File: src/rtl/dma_irq_pkg.sv
package dma_irq_pkg;

  localparam int REG_AW = 8;
  localparam int REG_DW = 32;

  // byte offsets; a group occupies four consecutive words from its base
  localparam logic [REG_AW-1:0] OFS_TX_ENA   = 8'h04;
  localparam logic [REG_AW-1:0] OFS_RX_ENA   = 8'h14;
  localparam logic [REG_AW-1:0] OFS_SRST     = 8'h1C;
  localparam logic [REG_AW-1:0] OFS_EOI      = 8'h94;
  localparam logic [REG_AW-1:0] BASE_TX_GRP  = 8'h80;
  localparam logic [REG_AW-1:0] BASE_RX_GRP  = 8'hA0;
  localparam logic [REG_AW-1:0] BASE_ENG_GRP = 8'hB0;

  // word slot inside a group
  typedef enum logic [1:0] {
    SLOT_RAW    = 2'd0,
    SLOT_MASKED = 2'd1,
    SLOT_SET    = 2'd2,
    SLOT_CLR    = 2'd3
  } grp_slot_e;

  // decoded write strobes, at most one high per cycle
  typedef struct packed {
    logic tx_set;
    logic tx_clr;
    logic rx_set;
    logic rx_clr;
    logic eng_set;
    logic eng_clr;
    logic tx_ena;
    logic rx_ena;
    logic srst;
    logic eoi;
  } wr_strobe_t;

  function automatic logic [REG_AW-3:0] word_of(input logic [REG_AW-1:0] ofs);
    return ofs[REG_AW-1:2];
  endfunction

  function automatic logic grp_hit(input logic [REG_AW-1:0] a,
                                   input logic [REG_AW-1:0] base);
    return a[REG_AW-1:4] == base[REG_AW-1:4];
  endfunction

endpackage

File: src/rtl/irq_bank.sv
module irq_bank #(
  parameter int W = 8
) (
  input  logic         clk,
  input  logic         rst_n,
  input  logic         soft_clr,
  input  logic [W-1:0] evt,
  input  logic [W-1:0] ack,
  input  logic         set_we,
  input  logic         clr_we,
  input  logic [W-1:0] wbits,
  output logic [W-1:0] raw_o,
  output logic [W-1:0] mask_o,
  output logic [W-1:0] masked_o,
  output logic         any_o
);

  // an event outranks an acknowledge arriving in the same cycle
  function automatic logic [W-1:0] raw_next(input logic [W-1:0] cur,
                                            input logic [W-1:0] e,
                                            input logic [W-1:0] a);
    return (cur & ~a) | e;
  endfunction

  function automatic logic [W-1:0] mask_next(input logic [W-1:0] cur,
                                             input logic [W-1:0] bits,
                                             input logic s,
                                             input logic c);
    logic [W-1:0] r;
    r = cur;
    if (s) r = r | bits;
    if (c) r = r & ~bits;
    return r;
  endfunction

  logic [W-1:0] raw_q;
  logic [W-1:0] mask_q;
  logic [W-1:0] raw_d;
  logic [W-1:0] mask_d;

  always_comb begin
    raw_d  = raw_next(raw_q, evt, ack);
    mask_d = mask_next(mask_q, wbits, set_we, clr_we);
  end

  // per-bit registers so each channel lane stays separable in layout
  for (genvar i = 0; i < W; i++) begin : g_lane
    always_ff @(posedge clk or negedge rst_n) begin
      if (!rst_n) begin
        raw_q[i]  <= 1'b0;
        mask_q[i] <= 1'b0;
      end else if (soft_clr) begin
        raw_q[i]  <= 1'b0;
        mask_q[i] <= 1'b0;
      end else begin
        raw_q[i]  <= raw_d[i];
        mask_q[i] <= mask_d[i];
      end
    end
  end

  assign raw_o    = raw_q;
  assign mask_o   = mask_q;
  assign masked_o = raw_q & mask_q;
  assign any_o    = |masked_o;

  AST_ACK_CLEARS: assert property (@(posedge clk) disable iff (!rst_n)
    (|(ack & ~evt)) && !soft_clr |=> ((raw_o & $past(ack & ~evt)) == '0));

  AST_RAW_NEEDS_EVT: assert property (@(posedge clk) disable iff (!rst_n)
    ((raw_o & ~$past(raw_o) & ~$past(evt)) == '0));

  AST_MASK_WRITE_ONLY: assert property (@(posedge clk) disable iff (!rst_n)
    !set_we && !clr_we && !soft_clr |=> $stable(mask_o));

  AST_SET_ADDS: assert property (@(posedge clk) disable iff (!rst_n)
    set_we && !soft_clr |=> ((mask_o & $past(wbits)) == $past(wbits)));

  AST_CLR_REMOVES: assert property (@(posedge clk) disable iff (!rst_n)
    clr_we && !soft_clr |=> ((mask_o & $past(wbits)) == '0));

  AST_SOFT_CLEARS: assert property (@(posedge clk) disable iff (!rst_n)
    soft_clr |=> (raw_o == '0) && (mask_o == '0));

endmodule

File: src/rtl/srst_seq.sv
module srst_seq #(
  parameter int CYCLES = 4
) (
  input  logic clk,
  input  logic rst_n,
  input  logic start,
  output logic busy
);

  localparam int CW = $clog2(CYCLES + 1);
  localparam logic [CW-1:0] LOAD = CW'(CYCLES);

  logic [CW-1:0] cnt_q;

  always_ff @(posedge clk or negedge rst_n) begin
    if (!rst_n)              cnt_q <= '0;
    else if (start && !busy) cnt_q <= LOAD;
    else if (busy)           cnt_q <= cnt_q - 1'b1;
  end

  assign busy = (cnt_q != '0);

  AST_SRST_COUNTDOWN: assert property (@(posedge clk) disable iff (!rst_n)
    busy |=> (cnt_q == $past(cnt_q) - 1'b1));

  AST_SRST_BOUNDED: assert property (@(posedge clk) disable iff (!rst_n)
    cnt_q <= LOAD);

endmodule

File: src/rtl/reg_decode.sv
module reg_decode
  import dma_irq_pkg::*;
(
  input  logic              wr_en,
  input  logic              busy,
  input  logic [REG_AW-1:0] addr,
  output wr_strobe_t        stb
);

  logic [REG_AW-3:0] w;
  logic              go;
  grp_slot_e         slot;

  assign w    = addr[REG_AW-1:2];
  assign go   = wr_en && !busy;
  assign slot = grp_slot_e'(addr[3:2]);

  always_comb begin
    stb         = '0;
    stb.tx_set  = go && grp_hit(addr, BASE_TX_GRP)  && (slot == SLOT_SET);
    stb.tx_clr  = go && grp_hit(addr, BASE_TX_GRP)  && (slot == SLOT_CLR);
    stb.rx_set  = go && grp_hit(addr, BASE_RX_GRP)  && (slot == SLOT_SET);
    stb.rx_clr  = go && grp_hit(addr, BASE_RX_GRP)  && (slot == SLOT_CLR);
    stb.eng_set = go && grp_hit(addr, BASE_ENG_GRP) && (slot == SLOT_SET);
    stb.eng_clr = go && grp_hit(addr, BASE_ENG_GRP) && (slot == SLOT_CLR);
    stb.tx_ena  = go && (w == word_of(OFS_TX_ENA));
    stb.rx_ena  = go && (w == word_of(OFS_RX_ENA));
    stb.srst    = go && (w == word_of(OFS_SRST));
    stb.eoi     = go && (w == word_of(OFS_EOI));
  end

  AST_ONE_STROBE: assert final ($onehot0(stb));

endmodule

File: src/rtl/dma_irq_mask_ctrl.sv
module dma_irq_mask_ctrl
  import dma_irq_pkg::*;
#(
  parameter int NUM_CH      = 8,
  parameter int SRST_CYCLES = 4
) (
  input  logic              clk,
  input  logic              rst_n,
  input  logic              wr_en,
  input  logic              rd_en,
  input  logic [REG_AW-1:0] addr,
  input  logic [REG_DW-1:0] wdata,
  output logic [REG_DW-1:0] rdata,
  input  logic [NUM_CH-1:0] tx_evt,
  input  logic [NUM_CH-1:0] tx_ack,
  input  logic [NUM_CH-1:0] rx_evt,
  input  logic [NUM_CH-1:0] rx_ack,
  input  logic              herr_evt,
  input  logic              herr_ack,
  output logic              tx_en,
  output logic              rx_en,
  output logic              irq
);

  localparam int ENG_W    = 2;
  localparam int HERR_BIT = 1;

  wr_strobe_t stb;
  logic       busy;
  logic       srst_start;

  // named internal events for the assertions
  logic tx_any, rx_any, eng_any, src_any;

  logic [NUM_CH-1:0] tx_raw, tx_mask, tx_msk;
  logic [NUM_CH-1:0] rx_raw, rx_mask, rx_msk;
  logic [ENG_W-1:0]  eng_raw, eng_mask, eng_msk;
  logic [ENG_W-1:0]  eng_evt, eng_ack;

  logic unused_bits;
  assign unused_bits = ^{wdata[REG_DW-1:NUM_CH], addr[1:0]};

  reg_decode u_dec (
    .wr_en (wr_en),
    .busy  (busy),
    .addr  (addr),
    .stb   (stb)
  );

  assign srst_start = stb.srst && wdata[0];

  srst_seq #(.CYCLES(SRST_CYCLES)) u_srst (
    .clk   (clk),
    .rst_n (rst_n),
    .start (srst_start),
    .busy  (busy)
  );

  irq_bank #(.W(NUM_CH)) u_tx (
    .clk      (clk),
    .rst_n    (rst_n),
    .soft_clr (busy),
    .evt      (tx_evt),
    .ack      (tx_ack),
    .set_we   (stb.tx_set),
    .clr_we   (stb.tx_clr),
    .wbits    (wdata[NUM_CH-1:0]),
    .raw_o    (tx_raw),
    .mask_o   (tx_mask),
    .masked_o (tx_msk),
    .any_o    (tx_any)
  );

  irq_bank #(.W(NUM_CH)) u_rx (
    .clk      (clk),
    .rst_n    (rst_n),
    .soft_clr (busy),
    .evt      (rx_evt),
    .ack      (rx_ack),
    .set_we   (stb.rx_set),
    .clr_we   (stb.rx_clr),
    .wbits    (wdata[NUM_CH-1:0]),
    .raw_o    (rx_raw),
    .mask_o   (rx_mask),
    .masked_o (rx_msk),
    .any_o    (rx_any)
  );

  // engine group: only the host-error lane has a source
  for (genvar b = 0; b < ENG_W; b++) begin : g_eng_src
    if (b == HERR_BIT) begin : g_herr
      assign eng_evt[b] = herr_evt;
      assign eng_ack[b] = herr_ack;
    end else begin : g_none
      assign eng_evt[b] = 1'b0;
      assign eng_ack[b] = 1'b0;
    end
  end

  irq_bank #(.W(ENG_W)) u_eng (
    .clk      (clk),
    .rst_n    (rst_n),
    .soft_clr (busy),
    .evt      (eng_evt),
    .ack      (eng_ack),
    .set_we   (stb.eng_set),
    .clr_we   (stb.eng_clr),
    .wbits    (wdata[ENG_W-1:0]),
    .raw_o    (eng_raw),
    .mask_o   (eng_mask),
    .masked_o (eng_msk),
    .any_o    (eng_any)
  );

  assign src_any = tx_any | rx_any | eng_any;

  // engine enables
  logic tx_en_q, rx_en_q;
  always_ff @(posedge clk or negedge rst_n) begin
    if (!rst_n) begin
      tx_en_q <= 1'b0;
      rx_en_q <= 1'b0;
    end else if (busy) begin
      tx_en_q <= 1'b0;
      rx_en_q <= 1'b0;
    end else begin
      if (stb.tx_ena) tx_en_q <= wdata[0];
      if (stb.rx_ena) rx_en_q <= wdata[0];
    end
  end
  assign tx_en = tx_en_q;
  assign rx_en = rx_en_q;

  // interrupt line, dropped for one cycle by end-of-interrupt
  logic irq_q;
  always_ff @(posedge clk or negedge rst_n) begin
    if (!rst_n) irq_q <= 1'b0;
    else        irq_q <= src_any && !stb.eoi && !busy;
  end
  assign irq = irq_q;

  // read mux
  function automatic logic [REG_DW-1:0] grp_word(input grp_slot_e s,
                                                 input logic [REG_DW-1:0] r,
                                                 input logic [REG_DW-1:0] m);
    case (s)
      SLOT_RAW:    return r;
      SLOT_MASKED: return r & m;
      default:     return m;
    endcase
  endfunction

  logic [REG_DW-1:0] rd_val;
  always_comb begin
    rd_val = '0;
    if (grp_hit(addr, BASE_TX_GRP))
      rd_val = grp_word(grp_slot_e'(addr[3:2]), REG_DW'(tx_raw), REG_DW'(tx_mask));
    else if (grp_hit(addr, BASE_RX_GRP))
      rd_val = grp_word(grp_slot_e'(addr[3:2]), REG_DW'(rx_raw), REG_DW'(rx_mask));
    else if (grp_hit(addr, BASE_ENG_GRP))
      rd_val = grp_word(grp_slot_e'(addr[3:2]), REG_DW'(eng_raw), REG_DW'(eng_mask));
    else if (addr[REG_AW-1:2] == word_of(OFS_TX_ENA))
      rd_val = REG_DW'(tx_en_q);
    else if (addr[REG_AW-1:2] == word_of(OFS_RX_ENA))
      rd_val = REG_DW'(rx_en_q);
    else if (addr[REG_AW-1:2] == word_of(OFS_SRST))
      rd_val = REG_DW'(busy);
  end

  logic [REG_DW-1:0] rdata_q;
  always_ff @(posedge clk or negedge rst_n) begin
    if (!rst_n)     rdata_q <= '0;
    else if (rd_en) rdata_q <= rd_val;
  end
  assign rdata = rdata_q;

  AST_EOI_DROPS: assert property (@(posedge clk) disable iff (!rst_n)
    stb.eoi |=> !irq);

  AST_IRQ_NEEDS_SOURCE: assert property (@(posedge clk) disable iff (!rst_n)
    irq |-> $past(src_any));

  AST_IRQ_REARMS: assert property (@(posedge clk) disable iff (!rst_n)
    src_any && !stb.eoi && !busy |=> irq);

  AST_ENG_BIT0_IDLE: assert property (@(posedge clk) disable iff (!rst_n)
    !eng_raw[0]);

  AST_BUSY_ENABLES_OFF: assert property (@(posedge clk) disable iff (!rst_n)
    busy |=> !tx_en && !rx_en);

endmodule

File: config.mk
export PLATFORM = sky130hd
export DESIGN_NAME = dma_irq_mask_ctrl
export DESIGN_NICKNAME = d
export VERILOG_FILES = /design/src/rtl/dma_irq_pkg.sv /design/src/rtl/irq_bank.sv /design/src/rtl/srst_seq.sv /design/src/rtl/reg_decode.sv /design/src/rtl/dma_irq_mask_ctrl.sv
export SDC_FILE = /design/constraint.sdc
export NUM_CORES = 1
export LEC_CHECK = 0
export ABC_AREA = 0
export BUFFER_PORTS_ARGS = -buffer_cell sky130_fd_sc_hd__buf_2
export CELL_PAD_IN_SITES_DETAIL_PLACEMENT = 0
export CELL_PAD_IN_SITES_GLOBAL_PLACEMENT = 1
export CORE_ASPECT_RATIO = 0.6
export CORE_MARGIN = 2
export CORE_UTILIZATION = 30
export CTS_CLUSTER_DIAMETER = 120
export DETAILED_ROUTE_END_ITERATION = 16
export GPL_ROUTABILITY_DRIVEN = 0
export PLACE_DENSITY = 0.71
export SYNTH_ARGS = -nofsm -noshare
export SYNTH_HDL_FRONTEND = slang
export SYNTH_SLANG_ARGS = --single-unit
File: constraint.sdc
create_clock -name clk -period 1.8 [get_ports clk]
set_clock_uncertainty 0.05 [all_clocks]
set_input_delay 0.18 -clock clk [delete_from_list [all_inputs] [get_ports clk]]
set_output_delay 0.18 -clock clk [all_outputs]
set_load 0.005 [all_outputs]
; ---- Word-level counts from Yosys, hierarchy flattened
; Index checks and enable logic that the tools add are counted.
[op_classes]
n_addsub = 1
eq_ne = 10
n_mux = 57
n_bitwise = 25
reduce_logical = 28
[ops]
columns = operator, count
row1 = $mux 32, 3
row2 = $and 8x8->8, 8
row3 = $mux 1, 43
row4 = $mux 8, 4
row5 = $or 8x8->8, 4
row6 = $pmux 8 s2, 2
row7 = $not 8->8, 3
row8 = $logic_and 1x1->1, 18
row9 = $reduce_or 8->1, 2
row10 = $eq 4x4->1 const B, 3
row11 = $eq 6x3->1 const B, 2
row12 = $and 2x2->2, 4
row13 = $eq 6x1->1 const B, 1
row14 = $eq 6x6->1 const B, 1
row15 = $mux 3, 2
row16 = $reduce_bool 2->1, 3
row17 = $eq 2x2->1 const B, 2
row18 = $mux 2, 2
row19 = $not 2->2, 2
row20 = $or 2x2->2, 2
row21 = $pmux 2 s2, 1
row22 = $reduce_bool 3->1, 1
row23 = $sub 3x1->3 const B, 1
row24 = $eq 2x1->1 const B, 1
row25 = 4 further kinds, 6
[totals]
regBits = 74
input_bits = 78
out_inout_bits = 35
elab_cells = 162

; ---- Depth between registers and ports, before layout
; Gate-level depths: netlist of the first run.
[logic_depth]
ltp_word = 9
mapped_depth = 6
mapped_depth_nobuf = 6

; ---- Hierarchy
; Synthesis of the first run repeated with hierarchy kept, for this count alone.
[unflattened]
cells_unflattened = 287
area_unflattened_um2 = 2751.4
[by_module_without_submodules]
columns = module, instances, cells_per_inst, area_each_um2, seq_area_each_um2
row1 = irq_bank at u_rx ..., 2, 71, 689.4, 400.4
row2 = dma_irq_mask_ctrl, 1, 94, 884.6, 275.3
row3 = srst_seq, 1, 15, 177.7, 75.1
row4 = irq_bank at u_eng, 1, 17, 176.4, 100.1
row5 = reg_decode, 1, 19, 133.9, 0.0

; ---- Worst setup path after synthesis of the first run
; Ideal clock, no wire load.
[synth_path]
kind = register -> register
from = register u_srst.cnt_q[0]
to = register u_rx.mask_q[0], in the netlist u_rx.mask_o[0]
setup_ps = 141
arrival_ps = 1598
required_time_ps = 1609
path_slack_ps = 12
path_stages_with_launch = 7
path_buffers = 0
synth_period_minus_slack_ps = 1788
cell_sequence = dfrtp_1 -> inv_1 -> ha_1 -> nand4b_1 -> or2_2 -> nor2_1 -> a211oi_1
[synth_between]
elab_chain_cells = 9
elab_cells_between_ends = 10
cone_classes = 3 x mux / 1 x bitwise / 6 x reduce/logical
[synth_lines]
columns = element, line_no
row1 = start: declaration, srst_seq.sv:13  ; logic [CW-1:0] cnt_q;
row2 = start signal: assignment, srst_seq.sv:18  ; else if (busy) cnt_q <= cnt_q - 1'b1;
row3 = $reduce_bool 3->1 (*), srst_seq.sv:21  ; assign busy = (cnt_q != '0);
row4 = $logic_not 1->1, reg_decode.sv:15  ; assign go = wr_en && !busy;
row5 = $logic_and 1x1->1, reg_decode.sv:15
row6 = $logic_and 1x1->1, "reg_decode.sv:22, reg_decode.sv:23"
row7 = $logic_and 1x1->1, reg_decode.sv:22  ; stb.rx_set = go && grp_hit(addr, BASE_RX_GRP) && (slot == SLOT_SET);
row8 = $mux 8, irq_bank.sv:31  ; if (s) r = r | bits;
row9 = $and 8x8->8, irq_bank.sv:32  ; if (c) r = r & ~bits;
row10 = $mux 8, irq_bank.sv:32
row11 = $mux 1 (*), irq_bank.sv:52  ; end else if (soft_clr) begin
row12 = end signal: indexed assignment, irq_bank.sv:57  ; mask_q[i] <= mask_d[i];
row13 = end: declaration, irq_bank.sv:37  ; logic [W-1:0] mask_q;
; Every way passes the cells marked *; elsewhere a longest branch is shown, timed or not.
; A chain may end at the register's enable or synchronous reset.

; ---- Final worst setup path of the first run
[layout_path]
from = register u_srst.cnt_q[1]
to = register u_tx.mask_q[5], in the netlist u_tx.mask_o[5]
[layout_between]
elab_chain_cells = 9
elab_cells_between_ends = 10
cone_classes = 3 x mux / 1 x bitwise / 6 x reduce/logical
[layout_lines]
columns = element, line_no
row1 = $reduce_bool 3->1 (*), srst_seq.sv:21
row2 = $logic_not 1->1, reg_decode.sv:15
row3 = $logic_and 1x1->1, reg_decode.sv:15
row4 = $logic_and 1x1->1, "reg_decode.sv:20, reg_decode.sv:21"
row5 = $logic_and 1x1->1, reg_decode.sv:20  ; stb.tx_set = go && grp_hit(addr, BASE_TX_GRP) && (slot == SLOT_SET);
row6 = $mux 8, irq_bank.sv:31
row7 = $and 8x8->8, irq_bank.sv:32
row8 = $mux 8, irq_bank.sv:32
row9 = $mux 1 (*), irq_bank.sv:52
row10 = end signal: indexed assignment, irq_bank.sv:57
row11 = end: declaration, irq_bank.sv:37
; Marked as above.

==> results of run 1 <==
==> metal layers <==
layer	routed length, µm	vias to the layer above	share of wire [%]
met5	0	-	0
met1	3530	1043	50
met2	2750	88	39
li1	-	1103	-
met4	27	0	0.38
met3	763	4	11
==> cells in the final DEF (no fill, tap or decap), types with 3 or more instances in the layout <==
| master | n |
|---|---|
| dfrtp_1 | 49 |
| mux2i_1 | 5 |
| a221oi_1 | 3 |
| inv_1 | 19 |
| nor2_1 | 28 |
| conb_1 | 24 |
| a22oi_1 | 4 |
| and3_1 | 4 |
| a21oi_1 | 34 |
| o21a_1 | 7 |
| clkbuf_16 | 5 |
| o22ai_1 | 14 |
| nand3_1 | 4 |
| buf_2 | 62 |
| a211oi_2 | 8 |
| o221ai_1 | 7 |
| buf_4 | 16 |
| nand2_1 | 8 |
| a211oi_1 | 9 |
==> stage by stage <==
step	utilization (%)	cell area, µm²
final	38.4	3290
after global routing	38.4	3290
after CTS	38.2	3280
after detailed placement	35.9	3080
after global placement	35.9	3080
after floorplan	-	2760
==> area by class of cell <==
cell class                 instances  area share, %
sequential                        49           37.2
multi-input combinational        193           37.0
timing repair buffer              79           13.4
tap                              112           4.25
clock buffer                       5           3.80
inverter                          21           2.39
clock inverter                     3           1.97
==> worst min-delay path: stages <==
cell,delay (ns)
buf_2,0.08
a21oi_1,0.03
nor2_1,0.07
==> logic make-up after synthesis <==
family | count (synthesis)
simple gates | 64
other cells | 1
fa+ha+maj | 2
mux | 5
compound gates | 98
buf+inv | 58
flops | 49
==> worst max-delay path by stage <==
stage                         start  depth (start not counted)              to  slack [ns]
finish              u_srst.cnt_q[1]                          6  u_tx.mask_o[5]        0.11
global route        u_srst.cnt_q[1]                          8  u_tx.mask_o[0]        0.02
CTS                 u_srst.cnt_q[0]                          6  u_tx.mask_o[5]        0.03
detailed placement  u_srst.cnt_q[0]                          6  u_tx.mask_o[5]        0.05
global placement    u_srst.cnt_q[0]                          6  u_tx.mask_o[3]        0.08
floorplan           u_srst.cnt_q[0]                          6  u_rx.mask_o[0]        0.01
==> timing repair <==
item,4_1_cts,5_1_grt
hold endpoints to repair,49,0
resized for setup,0,5
hold buffers,1,0
endpoints found under the setup margin,0,16
==> power breakdown <==
group | internal (mW) | leakage (nW) | switching (mW)
sequential | 1.24 | 0.663 | 0.142
clock | 0.793 | 0.0938 | 0.394
combinational | 0.285 | 0.829 | 0.409
total | 2.32 | 1.59 | 0.945
==> registers in the layout, indices dropped and copies added, names as in the netlist <==
register,count
rdata,8
irq,1
u_rx.mask_o,8
rx_en,1
u_rx.raw_o,8
u_eng.raw_o,1
tx_en,1
u_eng.mask_o,2
u_tx.raw_o,8
u_srst.cnt_q,3
u_tx.mask_o,8
==> synth_stat cells, types with 5 or more instances <==
| library cell | n |
|---|---|
| clkbuf_1 | 8 |
| o21a_1 | 7 |
| dfrtp_1 | 49 |
| a211oi_1 | 9 |
| o221ai_1 | 7 |
| a21oi_1 | 34 |
| o22ai_1 | 14 |
| a211oi_2 | 8 |
| nand2_1 | 8 |
| mux2i_1 | 5 |
| nor2_1 | 29 |
| inv_1 | 21 |
| buf_4 | 24 |
==> impl_metrics.tcl, run 1 <==
set metrics [dict create \
    drive_gt1_share_pct 30.0 \
    postSynthRegisterBits 49 \
    hold_depth 3 \
    cts_inserted_buffers 5 \
    portion_of_the_clock_cycle_consumed_by_the_worst_path_in_the_final_layout_pct 93.8 \
    critical_path_peak_fanout 8 \
    dp_hpwl_um 5300 \
    detailroute.via_count 2238 \
    post_detailed_route_count_of_antenna_violating_nets 0 \
    root_buffer "clkbuf_16" \
    grt_first_pass_wirelength_um 11100 \
    path_cells "inv_2 -> ha_4 -> nand4b_1 -> or2_2 -> nor2_4 -> a211oi_2" \
    worst-setup-path-type "register to register" \
    wire_per_inst_um 15.3 \
    crit-reg2reg-launch "u_srst.cnt_q[1]" \
    critPathMaxStageDelay_ns 0.39 \
    grt.total_usage_pct 14.6 \
    ranking_of_synthesized_cells_by_area "dfrtp_1, buf_4, a21oi_1, nor2_1, a211oi_2" \
    place_worst_setup_slack_ns 0.0478 \
    timing.max_slew.rel_slack_pct 57.5 \
    hold_path_startpoint "herr_evt" \
    finalWirelength_um 7070 \
    min_period_ns 1.69 \
    syn_std_cell_area_um2 2670 \
    drtPass1Iterations 5 \
    min_path_type "primary input to register" \
    crit_path_start_kind "register" \
    num_io_pins 113 \
    outcome "complete, no violations" \
    powerDensity_nw_per_um2 990 \
    synth_flop_cell "dfrtp_1" \
    seqCellArea_um2 1230 \
    finalNetCount 429 \
    finalSetupTns_ns 0 \
    main_combinational_cell_family_by_area_after_synthesis "compound AO/OA/AOI/OAI gates" \
    route.detailed.vias_per_inst 4.84 \
    synth-simple-area-share_pct 12.8 \
    number_of_distinct_library_cells_after_synthesis 49 \
    hold-path-endpoint "u_eng.raw_o[1]" \
    muxShareOfSynthArea_pct 1.88 \
    synth_seq_area_share_pct 45.9 \
    critical_path_required_ns 1.91 \
    post_layout_cell_count 462 \
    cts.path.max_buffers 2 \
    grt_max_degree 50 \
    fp.coreArea_um2 8590 \
    worst_path_dominant_cell_family "simple AND/OR/NAND/NOR gates" \
    cells_on_worst_reg2reg_path 6 \
    yosysTopAreaCell "dfrtp_1" \
    worst_ir_drop_vdd_mv 0.377 \
    timing_hold_violations_final 0 \
    globalRouteMet2Util_pct 19.1 \
    r2r_setup_slack_ns 0.11 \
    total_power_mw 3.26 \
    multi_input_comb_area_um2 1220 \
    synthArstFlopShare_pct 100 \
    drt_iter0_markers 207 \
    final.setup.worst_slack_ns 0.111 \
    drc_errors 0 \
    synthCells 277 \
    hold-worst-slack_ns 0.0598 \
    gr-usage-met1_pct 23.6 \
    rows 26 \
    max_slew.worst_pin.slew_ns 0.638 \
    clk_transition_reported_paths_ns 0.07 \
    timing.critical_path.slowest_stage_cell "dfrtp_1" \
    synth_area_per_cell_um2 9.63 \
    finalMaxSlewViolations 0 \
    fp.dieArea_um2 9690 \
    die_w_um 126 \
    cts_setup_buffers 0 \
    setup_repair_after_global_routing_missed_its_margin "false" \
    post_synth_xor_area_fraction_pct 0 \
    placedCellCount 453 \
    num-fill-cells 895 \
    insertedDiodeCount 0 \
    worstSkewPairLatency_ns 0.28 \
    portbufs 62 \
    tritoncts_clock_tree "yes" \
    number_of_antenna_violations_at_the_first_check_in_global_routing 0 \
    start_util_pct 31.1 \
    synth_top_cell_area_share_pct 45.9 \
    regToRegEndpoint "u_tx.mask_o[5]" \
    synth_adder_area_share_pct 0.938 \
    synth-compound-area-share_pct 26.1 \
    timing.critical_path.to_type "register" \
    path_buf_inv 1 \
    numClockSinks 49 \
    peak_freq_ghz 0.592 \
    yosysWarningCount 0 \
    most_used_routing_layer_in_global_routing "met1" \
    cellLeakagePower_nw 1.59 \
    first_global_vias 2033 \
    synth-edff-count 0 \
    setup_violations 0 \
    gr-total-overflow 0 \
    fp.dieH_um 77.1 \
    max_cap_violations 0 \
    global_routing_met3_resource_utilization_pct 4.19 \
    layout_stage_area_growth_over_the_synthesis_result_pct 23.4 \
    ctsHtreeMaxLevel 2 \
    arrival_ns 1.80 \
]
No activity file was read; power rests on OpenSTA's default activity.
==> run 2, diff against run 1 <==
Settings changed: CELL_PAD_IN_SITES_DETAIL_PLACEMENT 0 to 1, RECOVER_POWER set to 25.
==> impl_metrics.tcl, run 2 (synthesis gave the netlist of run 1 again) <==
set metrics [dict create \
    drtPass1Iterations 4 \
    place_worst_setup_slack_ns 0.00111 \
    setup_repair_after_global_routing_missed_its_margin "false" \
    rows 26 \
    num-fill-cells 1030 \
    num_io_pins 113 \
    finalSetupTns_ns 0 \
    fp.dieArea_um2 9690 \
    postPlaceCellArea_um2 3080 \
    tritoncts_clock_tree "yes" \
    drc_errors 0 \
    clk_transition_reported_paths_ns 0.07 \
    crit-reg2reg-launch "u_srst.cnt_q[0]" \
    finalMaxSlewViolations 0 \
    max_slew.worst_pin.slew_ns 1.23 \
    grt_max_degree 50 \
    multi_input_comb_area_um2 1230 \
    hold-path-endpoint "u_tx.raw_o[0]" \
    min_period_ns 1.68 \
    first_global_vias 2279 \
    timing_hold_violations_final 0 \
    cts_inserted_buffers 5 \
    drive_gt1_share_pct 28.6 \
    layout.cells.most_common "buf_2" \
    outcome "complete, no violations" \
    insertedDiodeCount 0 \
    detailroute.via_count 2320 \
    fp.dieH_um 77.1 \
    finalWirelength_um 7770 \
    root_buffer "clkbuf_16" \
    portbufs 62 \
    cts.path.max_buffers 2 \
    cells_on_worst_reg2reg_path 7 \
    wire_per_inst_um 16.8 \
    ctsHtreeMaxLevel 2 \
    most-common-layout-cells "buf_2, dfrtp_1, a21oi_1, nor2_1, conb_1" \
    critPathMaxStageDelay_ns 0.39 \
    hold_path_startpoint "tx_evt[0]" \
    gr-total-overflow 0 \
    finalNetCount 429 \
    grt_first_pass_wirelength_um 12400 \
    powerDensity_nw_per_um2 925 \
    arrival_ns 1.80 \
    layout_stage_area_growth_over_the_synthesis_result_pct 21.8 \
    timing.max_slew.rel_slack_pct 17.9 \
    regToRegEndpoint "u_rx.mask_o[6]" \
    cts_setup_buffers 0 \
    worstSkewPairLatency_ns 0.29 \
    r2r_setup_slack_ns 0.12 \
    portion_of_the_clock_cycle_consumed_by_the_worst_path_in_the_final_layout_pct 93.6 \
    post_detailed_route_count_of_antenna_violating_nets 0 \
    setup_violations 0 \
    hold_depth 3 \
    drt_iter0_markers 126 \
    timing.critical_path.to_type "register" \
    cellLeakagePower_nw 1.55 \
    peak_freq_ghz 0.594 \
    worst-setup-path-type "register to register" \
    seqCellArea_um2 1230 \
    min_path_type "primary input to register" \
    path_cells "inv_2 -> ha_4 -> nand4b_1 -> or2_2 -> nor2_1 -> buf_4 -> a211oi_1" \
    numClockSinks 49 \
    number_of_antenna_violations_at_the_first_check_in_global_routing 0 \
    max_cap_violations 0 \
    timing.critical_path.slowest_stage_cell "dfrtp_1" \
    worst_ir_drop_vdd_mv 0.389 \
    die_w_um 126 \
    crit_path_start_kind "register" \
    start_util_pct 31.1 \
    critical_path_required_ns 1.92 \
    dp_hpwl_um 5890 \
    final_instance_area_um2 3250 \
    critical_path_peak_fanout 5 \
    grt.total_usage_pct 16.5 \
    route.detailed.vias_per_inst 5.02 \
    final.setup.worst_slack_ns 0.116 \
    fp.coreArea_um2 8590 \
]
-- run 2: critical path: cells and delay by family (launching register included) --
kind | cells | cell delay, ns
adder cells (fa/ha/maj) | 1 | 0.15
AND/OR/NAND/NOR | 3 | 0.61
flip-flops | 1 | 0.39
AO/OA/AOI/OAI | 1 | 0.07
buffers and inverters | 2 | 0.29
-- run 2: timing repair --
action	4_1_cts	5_1_grt
gates resized for setup	0	8
hold endpoints to repair	49	0
endpoints found under the setup margin	5	17
pin swaps	1	1
hold buffers	1	0
-- run 2: worst max path at each step --
| stage | start | endpoint |
|---|---|---|
| CTS | u_srst.cnt_q[0] | u_rx.mask_o[1] |
| finish | u_srst.cnt_q[0] | u_rx.mask_o[6] |
| global route | u_srst.cnt_q[0] | u_tx.mask_o[2] |
| global placement | u_srst.cnt_q[0] | u_tx.mask_o[3] |
| detailed placement | u_srst.cnt_q[0] | u_tx.mask_o[5] |
| floorplan | u_srst.cnt_q[0] | u_rx.mask_o[0] |
-- run 2: power breakdown --
part | internal [mW] | switching [mW] | leakage (nW)
clock | 0.511 | 0.409 | 0.0706
sequential | 1.24 | 0.149 | 0.663
combinational | 0.280 | 0.419 | 0.820
-- run 2: area by class of cell --
cell class | instances | share of cell area (%)
timing repair buffer | 79 | 13.4
multi-input combinational | 193 | 37.9
inverter | 21 | 2.42
clock buffer | 6 | 3.96
sequential | 49 | 37.7
tap | 112 | 4.31
clock inverter | 2 | 0.308
-- run 2: per-stage QoR --
stage	instances	power, mW	hold slack (ns)	utilization (%)
floorplan	300	1.79	-0.166	-
global placement	453	2.04	0.275	35.9
detailed placement	453	2.07	0.281	35.9
CTS	462	3.01	0.0450	37.6
global route	462	3.18	0.0577	37.9
finish	462	3.01	0.0511	37.9
-- run 2: metal layers --
layer  share of wire, %  GRT usage (%)  vias to the layer above
met5                  0              0                        -
met2                 43           24.8                       78
met1                 49           23.9                     1127
met3                7.6           4.40                        6
met4               0.55           3.30                        0
li1                   -              -                     1109
